## config.mk

```make
export PLATFORM = sky130hd
export DESIGN_NAME = audio_regfront
export DESIGN_NICKNAME = d
export VERILOG_FILES = /design/src/rtl/regfront_pkg.sv /design/src/rtl/regfront_decode.sv /design/src/rtl/regfront_irq.sv /design/src/rtl/regfront_memreq.sv /design/src/rtl/regfront_tick.sv /design/src/rtl/audio_regfront.sv
export SDC_FILE = /design/constraint.sdc
export NUM_CORES = 1
export LEC_CHECK = 0
export ABC_CLOCK_PERIOD_IN_PS = 3600
export CORE_MARGIN = 10
export CORE_UTILIZATION = 50
export CTS_BUF_LIST = sky130_fd_sc_hd__clkbuf_8
export CTS_CLUSTER_SIZE = 20
export DETAILED_ROUTE_END_ITERATION = 6
export PLACE_DENSITY = 0.73
export SYNTH_ARGS = -nofsm -noshare
export SYNTH_HDL_FRONTEND = slang
export SYNTH_HIERARCHICAL = 1
export SYNTH_SLANG_ARGS = --single-unit
```

## constraint.sdc

```tcl
create_clock -name clk -period 3.6 [get_ports clk]
set_clock_uncertainty 0.1 [all_clocks]
set_input_delay 0.54 -clock clk [delete_from_list [all_inputs] [get_ports clk]]
set_output_delay 0.54 -clock clk [all_outputs]
set_load 0.02 [all_outputs]
```

## src/rtl/regfront_pkg.sv

```systemverilog
// Shared constants for the audio register front end.
// Assumes a fixed 512 KiB byte aperture and three subunit windows.
package regfront_pkg;
    localparam int AP_W   = 19;           // byte address width of aperture
    localparam int DATA_W = 32;
    localparam int SUB_N  = 3;            // number of subunit windows
    localparam int SUB_AW = 16;           // offset width inside a window

    // 64 KiB page numbers (address bits [18:16]) of each subunit window
    localparam logic [2:0] SUB_PAGE [SUB_N] = '{3'd2, 3'd3, 3'd5};

    // local word indices (byte offset / 4)
    localparam int IDX_STATUS = 0;
    localparam int IDX_ENABLE = 1;
    localparam int IDX_FECTL  = 2;
    localparam int IDX_SECTL  = 3;
    localparam int IDX_MADDR  = 4;
    localparam int IDX_MDATA  = 5;
    localparam int IDX_COUNT  = 6;

    // status/enable bit positions
    localparam int GBIT    = 0;           // global summary
    localparam int TRAPBIT = 1;           // front-end trap

    // front-end method mode encoding
    localparam logic [1:0] FE_TRAPPED = 2'b10;
endpackage

```

## src/rtl/regfront_decode.sv

```systemverilog
// Address decoder: splits a byte address into a local word hit and
// one-hot subunit window hits. Assumes REG_WORDS <= 2^15.
module regfront_decode
    import regfront_pkg::*;
#(
    parameter int REG_WORDS = 16,
    parameter int IDX_W     = $clog2(REG_WORDS)
) (
    input  logic [AP_W-1:0]  addr,
    output logic             loc_hit,
    output logic [IDX_W-1:0] loc_idx,
    output logic [SUB_N-1:0] sub_hit
);
    logic [2:0]  page;
    logic [14:0] word;
    logic [1:0]  unused_byte;

    assign page        = addr[18:16];
    assign word        = addr[16:2];
    assign unused_byte = addr[1:0];

    // local file lives below 0x20000, only implemented words hit
    always_comb begin
        loc_hit = (addr[18:17] == 2'b00) && ({17'd0, word} < REG_WORDS);
        loc_idx = word[IDX_W-1:0];
    end

    // one compare per subunit window
    for (genvar k = 0; k < SUB_N; k++) begin : g_win
        assign sub_hit[k] = (page == SUB_PAGE[k]);
    end
endmodule

```

## src/rtl/regfront_irq.sv

```systemverilog
// Interrupt status/enable pair with write-one-to-clear status,
// event set inputs, trap forcing and a registered summary bit.
// Assumes ST_W >= 2 and ST_W < 32.
module regfront_irq
    import regfront_pkg::*;
#(
    parameter int ST_W = 8
) (
    input  logic            clk,
    input  logic            rst_n,
    input  logic            st_wr,
    input  logic            en_wr,
    input  logic [ST_W-1:0] wdata,
    input  logic [ST_W-1:0] evt,
    input  logic            trap_mode,
    output logic [ST_W-1:0] status,
    output logic [ST_W-1:0] enable,
    output logic            irq
);
    localparam logic [ST_W-1:0] G_MASK   = ST_W'(1) << GBIT;
    localparam logic [ST_W-1:0] EVT_MASK = ~(ST_W'(3));

    logic [ST_W-1:0] st_q, st_d, en_q;
    logic            g_q, g_d;

    // next status: clear, then set (set wins), then trap force
    always_comb begin
        st_d = st_q;
        if (st_wr) st_d = st_d & ~wdata;
        st_d = st_d | (evt & EVT_MASK);
        if (trap_mode) st_d[TRAPBIT] = 1'b1;
        st_d[GBIT] = 1'b0;
    end

    // summary condition on current state
    assign g_d = en_q[GBIT] && (|(st_q & en_q & ~G_MASK));

    // state registers
    always_ff @(posedge clk) begin
        if (!rst_n) begin
            st_q <= '0;
            en_q <= '0;
            g_q  <= 1'b0;
        end else begin
            st_q <= st_d;
            if (en_wr) en_q <= wdata;
            g_q <= g_d;
        end
    end

    assign status = st_q | (g_q ? G_MASK : '0);
    assign enable = en_q;
    assign irq    = g_q;
endmodule

```

## src/rtl/regfront_memreq.sv

```systemverilog
// Single-entry store request holder with valid/ready handshake.
// Assumes the caller only fires when busy is low.
module regfront_memreq #(
    parameter int DW = 32
) (
    input  logic          clk,
    input  logic          rst_n,
    input  logic          fire,
    input  logic [DW-1:0] addr,
    input  logic [DW-1:0] data,
    input  logic          ready,
    output logic          valid,
    output logic [DW-1:0] req_addr,
    output logic [DW-1:0] req_data,
    output logic          busy
);
    // load on fire, drop on acceptance
    always_ff @(posedge clk) begin
        if (!rst_n) begin
            valid    <= 1'b0;
            req_addr <= '0;
            req_data <= '0;
        end else if (fire) begin
            valid    <= 1'b1;
            req_addr <= addr;
            req_data <= data;
        end else if (ready) begin
            valid <= 1'b0;
        end
    end

    assign busy = valid && !ready;
endmodule

```

## src/rtl/regfront_tick.sv

```systemverilog
// Free-running counter that advances once every DIV clocks.
module regfront_tick #(
    parameter int DIV = 25,
    parameter int CW  = 32
) (
    input  logic          clk,
    input  logic          rst_n,
    output logic [CW-1:0] count
);
    localparam int PW = (DIV > 1) ? $clog2(DIV) : 1;

    logic [PW-1:0] pre_q;

    // prescaler and count
    always_ff @(posedge clk) begin
        if (!rst_n) begin
            pre_q <= '0;
            count <= '0;
        end else if (pre_q == PW'(DIV - 1)) begin
            pre_q <= '0;
            count <= count + 1'b1;
        end else begin
            pre_q <= pre_q + 1'b1;
        end
    end
endmodule

```

## src/rtl/audio_regfront.sv

```systemverilog
// Register front end of an audio unit: local file, three subunit
// windows, interrupt logic, tick counter and a store side effect.
// Assumes the special word indices of regfront_pkg are < REG_WORDS.
module audio_regfront
    import regfront_pkg::*;
#(
    parameter int REG_WORDS = 16,
    parameter int ST_W      = 8,
    parameter int TICK_DIV  = 25
) (
    input  logic                    clk,
    input  logic                    rst_n,
    input  logic [AP_W-1:0]         bus_addr,
    input  logic                    bus_wr,
    input  logic                    bus_rd,
    input  logic [DATA_W-1:0]       bus_wdata,
    output logic [DATA_W-1:0]       bus_rdata,
    output logic                    bus_stall,
    input  logic [ST_W-1:0]         irq_evt,
    output logic                    irq_o,
    output logic [SUB_N-1:0]        sub_wr,
    output logic [SUB_N-1:0]        sub_rd,
    output logic [SUB_AW-1:0]       sub_addr,
    output logic [DATA_W-1:0]       sub_wdata,
    input  logic [SUB_N*DATA_W-1:0] sub_rdata,
    output logic                    mreq_valid,
    input  logic                    mreq_ready,
    output logic [DATA_W-1:0]       mreq_addr,
    output logic [DATA_W-1:0]       mreq_data
);
    localparam int IDX_W = $clog2(REG_WORDS);

    logic              loc_hit;
    logic [IDX_W-1:0]  loc_idx;
    logic [SUB_N-1:0]  sub_hit;
    logic              wr_ok, loc_wr, mem_busy, mem_fire;
    logic [ST_W-1:0]   st_view, en_view;
    logic [1:0]        fe_mode;
    logic [DATA_W-1:0] count_q;
    logic [DATA_W-1:0] view [REG_WORDS];
    logic [DATA_W-1:0] rd_val;

    regfront_decode #(.REG_WORDS(REG_WORDS), .IDX_W(IDX_W)) u_dec (
        .addr    (bus_addr),
        .loc_hit (loc_hit),
        .loc_idx (loc_idx),
        .sub_hit (sub_hit)
    );

    // write acceptance and stall
    assign bus_stall = bus_wr && loc_hit && (loc_idx == IDX_W'(IDX_MDATA)) && mem_busy;
    assign wr_ok     = bus_wr && !bus_stall;
    assign loc_wr    = wr_ok && loc_hit;
    assign mem_fire  = loc_wr && (loc_idx == IDX_W'(IDX_MDATA));

    regfront_irq #(.ST_W(ST_W)) u_irq (
        .clk       (clk),
        .rst_n     (rst_n),
        .st_wr     (loc_wr && (loc_idx == IDX_W'(IDX_STATUS))),
        .en_wr     (loc_wr && (loc_idx == IDX_W'(IDX_ENABLE))),
        .wdata     (bus_wdata[ST_W-1:0]),
        .evt       (irq_evt),
        .trap_mode (fe_mode == FE_TRAPPED),
        .status    (st_view),
        .enable    (en_view),
        .irq       (irq_o)
    );

    regfront_tick #(.DIV(TICK_DIV), .CW(DATA_W)) u_tick (
        .clk   (clk),
        .rst_n (rst_n),
        .count (count_q)
    );

    // local word slots: special words come from submodules
    for (genvar i = 0; i < REG_WORDS; i++) begin : g_word
        if (i == IDX_STATUS) begin : g_st
            assign view[i] = DATA_W'(st_view);
        end else if (i == IDX_ENABLE) begin : g_en
            assign view[i] = DATA_W'(en_view);
        end else if (i == IDX_COUNT) begin : g_cnt
            assign view[i] = count_q;
        end else begin : g_plain
            logic [DATA_W-1:0] q;
            // plain storage word
            always_ff @(posedge clk) begin
                if (!rst_n)                                  q <= '0;
                else if (loc_wr && loc_idx == IDX_W'(i))     q <= bus_wdata;
            end
            assign view[i] = q;
        end
    end

    assign fe_mode = view[IDX_FECTL][1:0];

    regfront_memreq #(.DW(DATA_W)) u_mreq (
        .clk      (clk),
        .rst_n    (rst_n),
        .fire     (mem_fire),
        .addr     (view[IDX_MADDR]),
        .data     (bus_wdata),
        .ready    (mreq_ready),
        .valid    (mreq_valid),
        .req_addr (mreq_addr),
        .req_data (mreq_data),
        .busy     (mem_busy)
    );

    // subunit forwarding
    assign sub_wr    = {SUB_N{bus_wr}} & sub_hit;
    assign sub_rd    = {SUB_N{bus_rd}} & sub_hit;
    assign sub_addr  = bus_addr[SUB_AW-1:0];
    assign sub_wdata = bus_wdata;

    // read source select
    always_comb begin
        rd_val = '0;
        if (loc_hit) rd_val = view[loc_idx];
        for (int k = 0; k < SUB_N; k++)
            if (sub_hit[k]) rd_val = sub_rdata[k*DATA_W +: DATA_W];
    end

    // registered read data
    always_ff @(posedge clk) begin
        if (!rst_n)      bus_rdata <= '0;
        else if (bus_rd) bus_rdata <= rd_val;
    end
endmodule


```

==> impl_results.md, run 1 <==
* Critical R2R Launch: u_tick/pre_q[0]$_SDFF_PP0_
* CTS tree: done
* Worst reg2reg setup slack at 0.90 ns
* Vias in the first global route at 22600
* Largest net degree at the start of global routing at 202
* Setup Buffers After CTS at 0
* Pwr dens at 404 nW/um^2
* Top cells by area, synth: dfxtp_1 (43%), nand2_1 (12%), a21boi_0 (9.5%), mux2i_1 (9.1%), mux4_2 (2.7%)
* HP Class: primary input to register
* Syn avg cell area at 8.61 um^2
* DRT antenna net count at 0
* Netlist Area Pre-Place at 26600 um^2
* Delay-heaviest family, CP: simple AND/OR/NAND/NOR gates
* Final core occ at 60.1%
* RSZ-0062 raised after global routing: false
* Post-CTS sizing at 0
* Fin crit share at 98.1%
* Cell Count, Final, Fillers Out at about 4000
* Clk sink count at 566
* Hold Crit Depth at 2
* Routed len/inst at about 21 um
* CP max-delay cell: clkdlybuf4s50_1
* Die ar. at roughly 63000 um^2
* Nets at 3448
* Core area at 52700 um^2
* Design Power at 12.8 mW
* Longest Clk Path Bufs at 3
* Setup CP Type: primary input to output pin
* Seq/Total Area, Yosys at 42.6%
* First-pass GRT wire length at between 100000 and 150000 um
* Hold Buf Count CTS at 0
* DRT Wirelength at around 83000 um
* Hold_sp: rst_n
* Clk root buf: clkbuf_8
* Clock buffer count from CTS at 90
* Layout area overhead at 18.9%
* Post-route minimum period at ~3.5 ns
* Worst r2r path cells at 6
* Startpoint Class: primary input
* Post-Synthesis Cells at 3091
* Die X at ~250 um
* Syn Nets at 3254
* Synth Flop Type: dfxtp_1
* Critical path's largest stage delay at 0.70 ns
* Leak pwr at 10.8 nW
* Global Route Usage Sum at between 20% and 30%
* Worst path bufs/invs at 2
* Starting DRT DRC Count at approximately 2200
* Initial antenna violation count at 1
* Most frequent cell after synthesis: nand2_1
* #FFs+latches synth at 566
* Commonest cells in the netlist: nand2_1 (861), dfxtp_1 (566), a21boi_0 (337), mux2i_1 (242), clkbuf_1 (170)
* Slew @ Worst Pin at 1.29 ns
* Layout cell share with drive strength beyond 1 at 9.11%
* Vias at 23300
* Yosys top cell by area: dfxtp_1
* # placed instances at roughly 3900
* Io pins at 313
* Hold Path End: u_irq/st_q[4]$_SDFF_PN0_
* CP Capture Type: output pin
* Worst vdd ir at 241 uV
* Max Clock Freq at between 0.2 and 0.3 GHz
* Max-cap viol count at 0
* Crit path depth at 6
* Filler cells at 4418
* Synth cell types at 57
* Final setup margin at 0.0699 ns
* Fin. max-slew vios at 0
* IO Port Bufs at 306
* # diodes at 0
* Final setup violation count at 0
* Total gr overflow at 0
* Slew headroom at 13.8%
* Vias/cell at approximately 5.8
* CP cell instances: clkdlybuf4s50_1 -> nor4_1 -> and4_1 -> nand4b_2 -> nor3_1 -> clkdlybuf4s50_1
* CP Data Arrival Time at 2.89 ns
* Drt pass-1 iters at 5
* Placed wire-length estimate at 55800 um
* Top-area cell type share of the netlist area at 42.6%
* R2r endpoint: u_tick/count[18]$_SDFFE_PN0N_
* CP most frequent cell: clkdlybuf4s50_1
* Initial Utilization at 50.5%
* Status: complete, no violations
* Chip height at approximately 250 um
* TNS Setup at 0 ns
* Post-synthesis async set-or-reset flop share at 0%
* Warnings from Yosys at 6
* Final hold violation count at 0
* Post-synth EDFFs at 0
* Drc violations at 0
* Rows at 84
* Clock slew at the register clock pins of the worst setup and hold paths at roughly 0.060 ns
* Critical Path Fanout Max at 2
* H-tree depth at 3
* Clk_lat worst skew at 0.69 ns
* Required @ worst endpoint at 2.96 ns
* Routability Congestion at roughly 0.91
* Place WS at 0.107 ns
-- per-layer routing --
| layer | share of wire, % | up-vias | track usage, % |
|---|---|---|---|
| met1 | 43 | 11300 | 33.3 |
| met5 | 0 | - | 0 |
| met3 | 8.6 | 109 | 5.22 |
| met4 | 1.6 | 0 | 6.94 |
| met2 | 47 | 961 | 41.4 |
| li1 | - | 10900 | - |
-- power breakdown --
group / internal (mW) / total (mW) / switching (mW)
combinational: 0.466 / 1.04 / 0.571
clock: 2.90 / 5.46 / 2.56
sequential: 6.29 / 6.30 / 0.0146
total: 9.65 / 12.8 / 3.14
-- sequential cells by signal, indices dropped and copies added, names as in the netlist --
signal            cells
u_irq/st_q            7
u_tick/count         32
u_irq/irq             1
u_mreq/valid          1
g_word.g_plain.q    416
bus_rdata            32
u_mreq/req_addr      32
u_mreq/req_data      32
u_tick/pre_q          5
u_irq/enable          8
-- cell type report --
| class | count | area, um^2 | share of cell area [%] |
|---|---|---|---|
| Multi-Input combinational cell | 2163 | 13500 | 42.5 |
| Inverter | 39 | 149 | 0.471 |
| Tap cell | 688 | 861 | 2.72 |
| Clock inverter | 38 | 178 | 0.562 |
| Clock buffer | 117 | 1610 | 5.09 |
| Timing Repair Buffer | 425 | 4050 | 12.8 |
| Sequential cell | 566 | 11300 | 35.8 |
-- layout by cell type, fill, tap and decap left out, drive strengths merged, types with 13 or more instances in the layout --
cell type / netlist / routed
a21boi: 423 / 423
a21oi: 67 / 67
a22o: 47 / 47
a22oi: 50 / 50
a31oi: 49 / 49
buf: 151 / 122
clkbuf: 172 / 117
clkdlybuf4s50: 0 / 303
dfxtp: 566 / 566
inv: 38 / 68
mux2i: 242 / 242
mux4: 32 / 32
nand2: 862 / 862
nand2b: 13 / 13
nor2: 59 / 59
nor2b: 86 / 86
nor3: 18 / 18
o21ai: 64 / 64
o22ai: 24 / 24
o41ai: 16 / 16
-- worst max path at each step --
stage	startpoint	endpoint	slack, ns
2_1_floorplan	bus_addr[15]	u_mreq/req_addr[19]$_SDFFE_PN0P_	0.77
3_3_place_gp	bus_addr[15]	bus_stall	0.19
3_5_place_dp	bus_addr[17]	bus_stall	0.11
4_1_cts	bus_addr[17]	bus_stall	0.09
5_1_grt	bus_addr[15]	bus_stall	0.003
6_report	bus_addr[15]	bus_stall	0.07
-- cell families (layout without fill, tap and decap cells) --
| kind of cell | Yosys count | count (layout) | synth area share (%) |
|---|---|---|---|
| muxes | 274 | 274 | 11.8 |
| xor gates and xnor gates | 14 | 14 | 0.461 |
| AOI/OAI and AO/OA | 760 | 760 | 20.2 |
| buffers and inverters | 362 | 619 | 7.02 |
| DFF | 566 | 566 | 42.6 |
| adders and majority gates | 3 | 3 | 0.141 |
| and+or+nand+nor | 1112 | 1112 | 17.8 |
-- through the flow --
| stage | hold WS (ns) | area, um^2 |
|---|---|---|
| floorplan | 0.325 | 26600 |
| global placement | 0.337 | 29800 |
| detailed placement | 0.342 | 29800 |
| CTS | 0.223 | 31600 |
| global route | 0.267 | 31600 |
| finish | 0.263 | 31600 |
Note: power is estimated with default switching activity, not from simulation.
==> run 2: changes to the inputs <==
- ABC_CLOCK_PERIOD_IN_PS: 3600 -> 3550
- CTS_CLUSTER_SIZE: 20 -> 16
- clock period: 3.6 -> 3.55 ns (I/O delays scaled with it)
==> run 2 against run 1 <==
The flow now finishes with violations (DRC). Total power grew 2.4%. Die area is the same. Critical path depth is the same. Sequential cell count is the same. Clock-buffer cell count grew 3. Utilization grew 0.22 points. Worst hold slack lost 0.052 ns. Combinational power is essentially flat. Cell area grew 0.37%. Largest cell class unchanged. Largest power group unchanged.
==> impl_results.md, run 2 (same netlist as run 1, synthesis figures left out) <==
* Drc violations at 4
* Clock buffer count from CTS at 92
* Cell Count, Final, Fillers Out at 4050
* Chip height at approximately 250 um
* Worst reg2reg setup slack at approximately 0.86 ns
* Leak pwr at 10.9 nW
* Final setup violation count at 0
* Clk sink count at ~570
* H-tree depth at 3
* Drt pass-1 iters at 7
* HP Class: primary input to register
* Slew headroom at between 20% and 30%
* Rows at 84
* Nets at 3451
* Reg with most FFs: g_word.g_plain.q
* Final hold violation count at 0
* Failing checks: DRC
* First-pass GRT wire length at roughly 130000 um
* Startpoint Class: primary input
* # placed instances at slightly below 4000
* Post-CTS sizing at 0
* Slew @ Worst Pin at 1.07 ns
* Routed len/inst at 20.7 um
* CP max-delay cell: clkdlybuf4s50_1
* Critical Path Fanout Max at 4
* Worst r2r path cells at 6
* CP Capture Type: output pin
* CTS tree: done
* Clk_lat worst skew at ~0.7 ns
* CP cell instances: clkdlybuf4s50_1 -> nor4_1 -> and4_1 -> nand4b_2 -> nor3_1 -> clkdlybuf4s50_1
* Pwr dens at 412 nW/um^2
* Status: complete, but fails checks
* RSZ-0062 raised after global routing: false
* Initial antenna violation count at 1
* Vias at 23200
* Critical path's largest stage delay at 0.67 ns
* Post-route minimum period at between 3 and 4 ns
* Setup Buffers After CTS at 0
* Io pins at 313
* Setup CP Type: primary input to output pin
* Starting DRT DRC Count at 2264
* R2r endpoint: u_tick/count[27]$_SDFFE_PN0N_
* Max-cap viol count at 0
* IO Port Bufs at 306
* Design Power at 13.1 mW
* Clock slew at the register clock pins of the worst setup and hold paths at about 0.060 ns
* CP Data Arrival Time at between 2 and 3 ns
* Worst vdd ir at 245 uV
* Max Clock Freq at 0.302 GHz
* Initial Utilization at 50.5%
* Routability Congestion at 0.892
* Vias/cell at ~5.7
* DRT Wirelength at 83900 um
* Longest Clk Path Bufs at 3
* Global Route Usage Sum at approximately a quarter
* Die X at 251 um
* TNS Setup at 0 ns
* Critical Path Sink: bus_stall
* Clk root buf: clkbuf_8
* Leading cell type in the layout, fill and taps excluded: nand2_1
* Fin area at 31800 um^2
* Most frequent cells in the layout: nand2_1 (861), dfxtp_1 (566), a21boi_0 (337), clkdlybuf4s50_1 (303), mux2i_1 (242)
* Die ar. at 62800 um^2
* Largest net degree at the start of global routing at ~230
* Critical R2R Launch: u_tick/pre_q[0]$_SDFF_PP0_
* Core area at 52700 um^2
* Fin crit share at ~93%
* Layout cell share with drive strength beyond 1 at 9.19%
* DRT antenna net count at 0
* Fin. max-slew vios at 0
* Layout area overhead at 19.3%
* Total gr overflow at 0
* Required @ worst endpoint at around 2.9 ns
* CP most frequent cell: clkdlybuf4s50_1
* Crit path from: bus_addr[17]
* Max FFs per register at 416
* Placed wire-length estimate at ~56000 um
* Area after DPL at 29900 um^2
* Hold Buf Count CTS at 0
* Vias in the first global route at 22900
## run 2: cell count changes in the layout (fill, tap and decap cells not counted)
cell	previous run	this run
clkinv_4	1	0
clkbuf_8	117	120
clkinv_2	6	7
clkinvlp_4	2	3
inv_6	3	2
diode_2	0	1
inv_1	64	73
buf_4	113	111
buf_12	7	10
## run 2: power by group
group,switching [mW],internal (mW)
clock network,2.62,3.02
registers,0.0154,6.37
logic,0.584,0.479
## run 2: how the worst min path moves through the flow
stage,start,end,slack (ns),cells past startpoint
after global routing,rst_n,bus_rdata[27]$_SDFFE_PN0P_,0.21,3
final,rst_n,g_word[7].g_plain.q[1]$_SDFFE_PN0P_,0.21,2
after global placement,g_word[11].g_plain.q[7]$_SDFFE_PN0P_,g_word[11].g_plain.q[7]$_SDFFE_PN0P_,0.34,2
after CTS,rst_n,bus_rdata[9]$_SDFFE_PN0P_,0.15,3
after detailed placement,g_word[12].g_plain.q[18]$_SDFFE_PN0P_,g_word[12].g_plain.q[18]$_SDFFE_PN0P_,0.34,2
after floorplan,u_irq/enable[0]$_SDFFE_PN0P_,u_irq/irq$_SDFF_PN0_,0.32,2
## run 2: worst max-delay path, delay by kind of cell
family | cells | cell delay (ns)
buf+inv | 2 | 1.17
simple gates | 4 | 0.98
## run 2: cell type report
class                           instances  area, um^2
Antenna cell                            1        2.50
Clock buffer                          120        1650
Clock inverter                         47         206
Fill cell                            4456       20900
Inverter                               39         149
Multi-Input combinational cell       2163       13500
Sequential cell                       566       11300
Tap cell                              688         861
Timing Repair Buffer                  426        4100
## run 2: metrics by stage
stage | setup WS [ns] | hold WS, ns | utilization [%]
CTS | 0.258 | 0.154 | 60.3
detailed placement | 0.277 | 0.345 | 56.8
global placement | 0.313 | 0.337 | 56.8
global route | 0.132 | 0.213 | 60.3
finish | 0.240 | 0.212 | 60.3
floorplan | 0.726 | 0.325 | -
## run 2: per-layer routing
layer / track usage [%] / wire length (um) / up-vias
met5: 0 / 0 / -
met4: 8.16 / 1800 / 0
met3: 7.21 / 8120 / 147
met2: 41.2 / 38800 / 963
met1: 31.9 / 35200 / 11200
li1: - / - / 10900
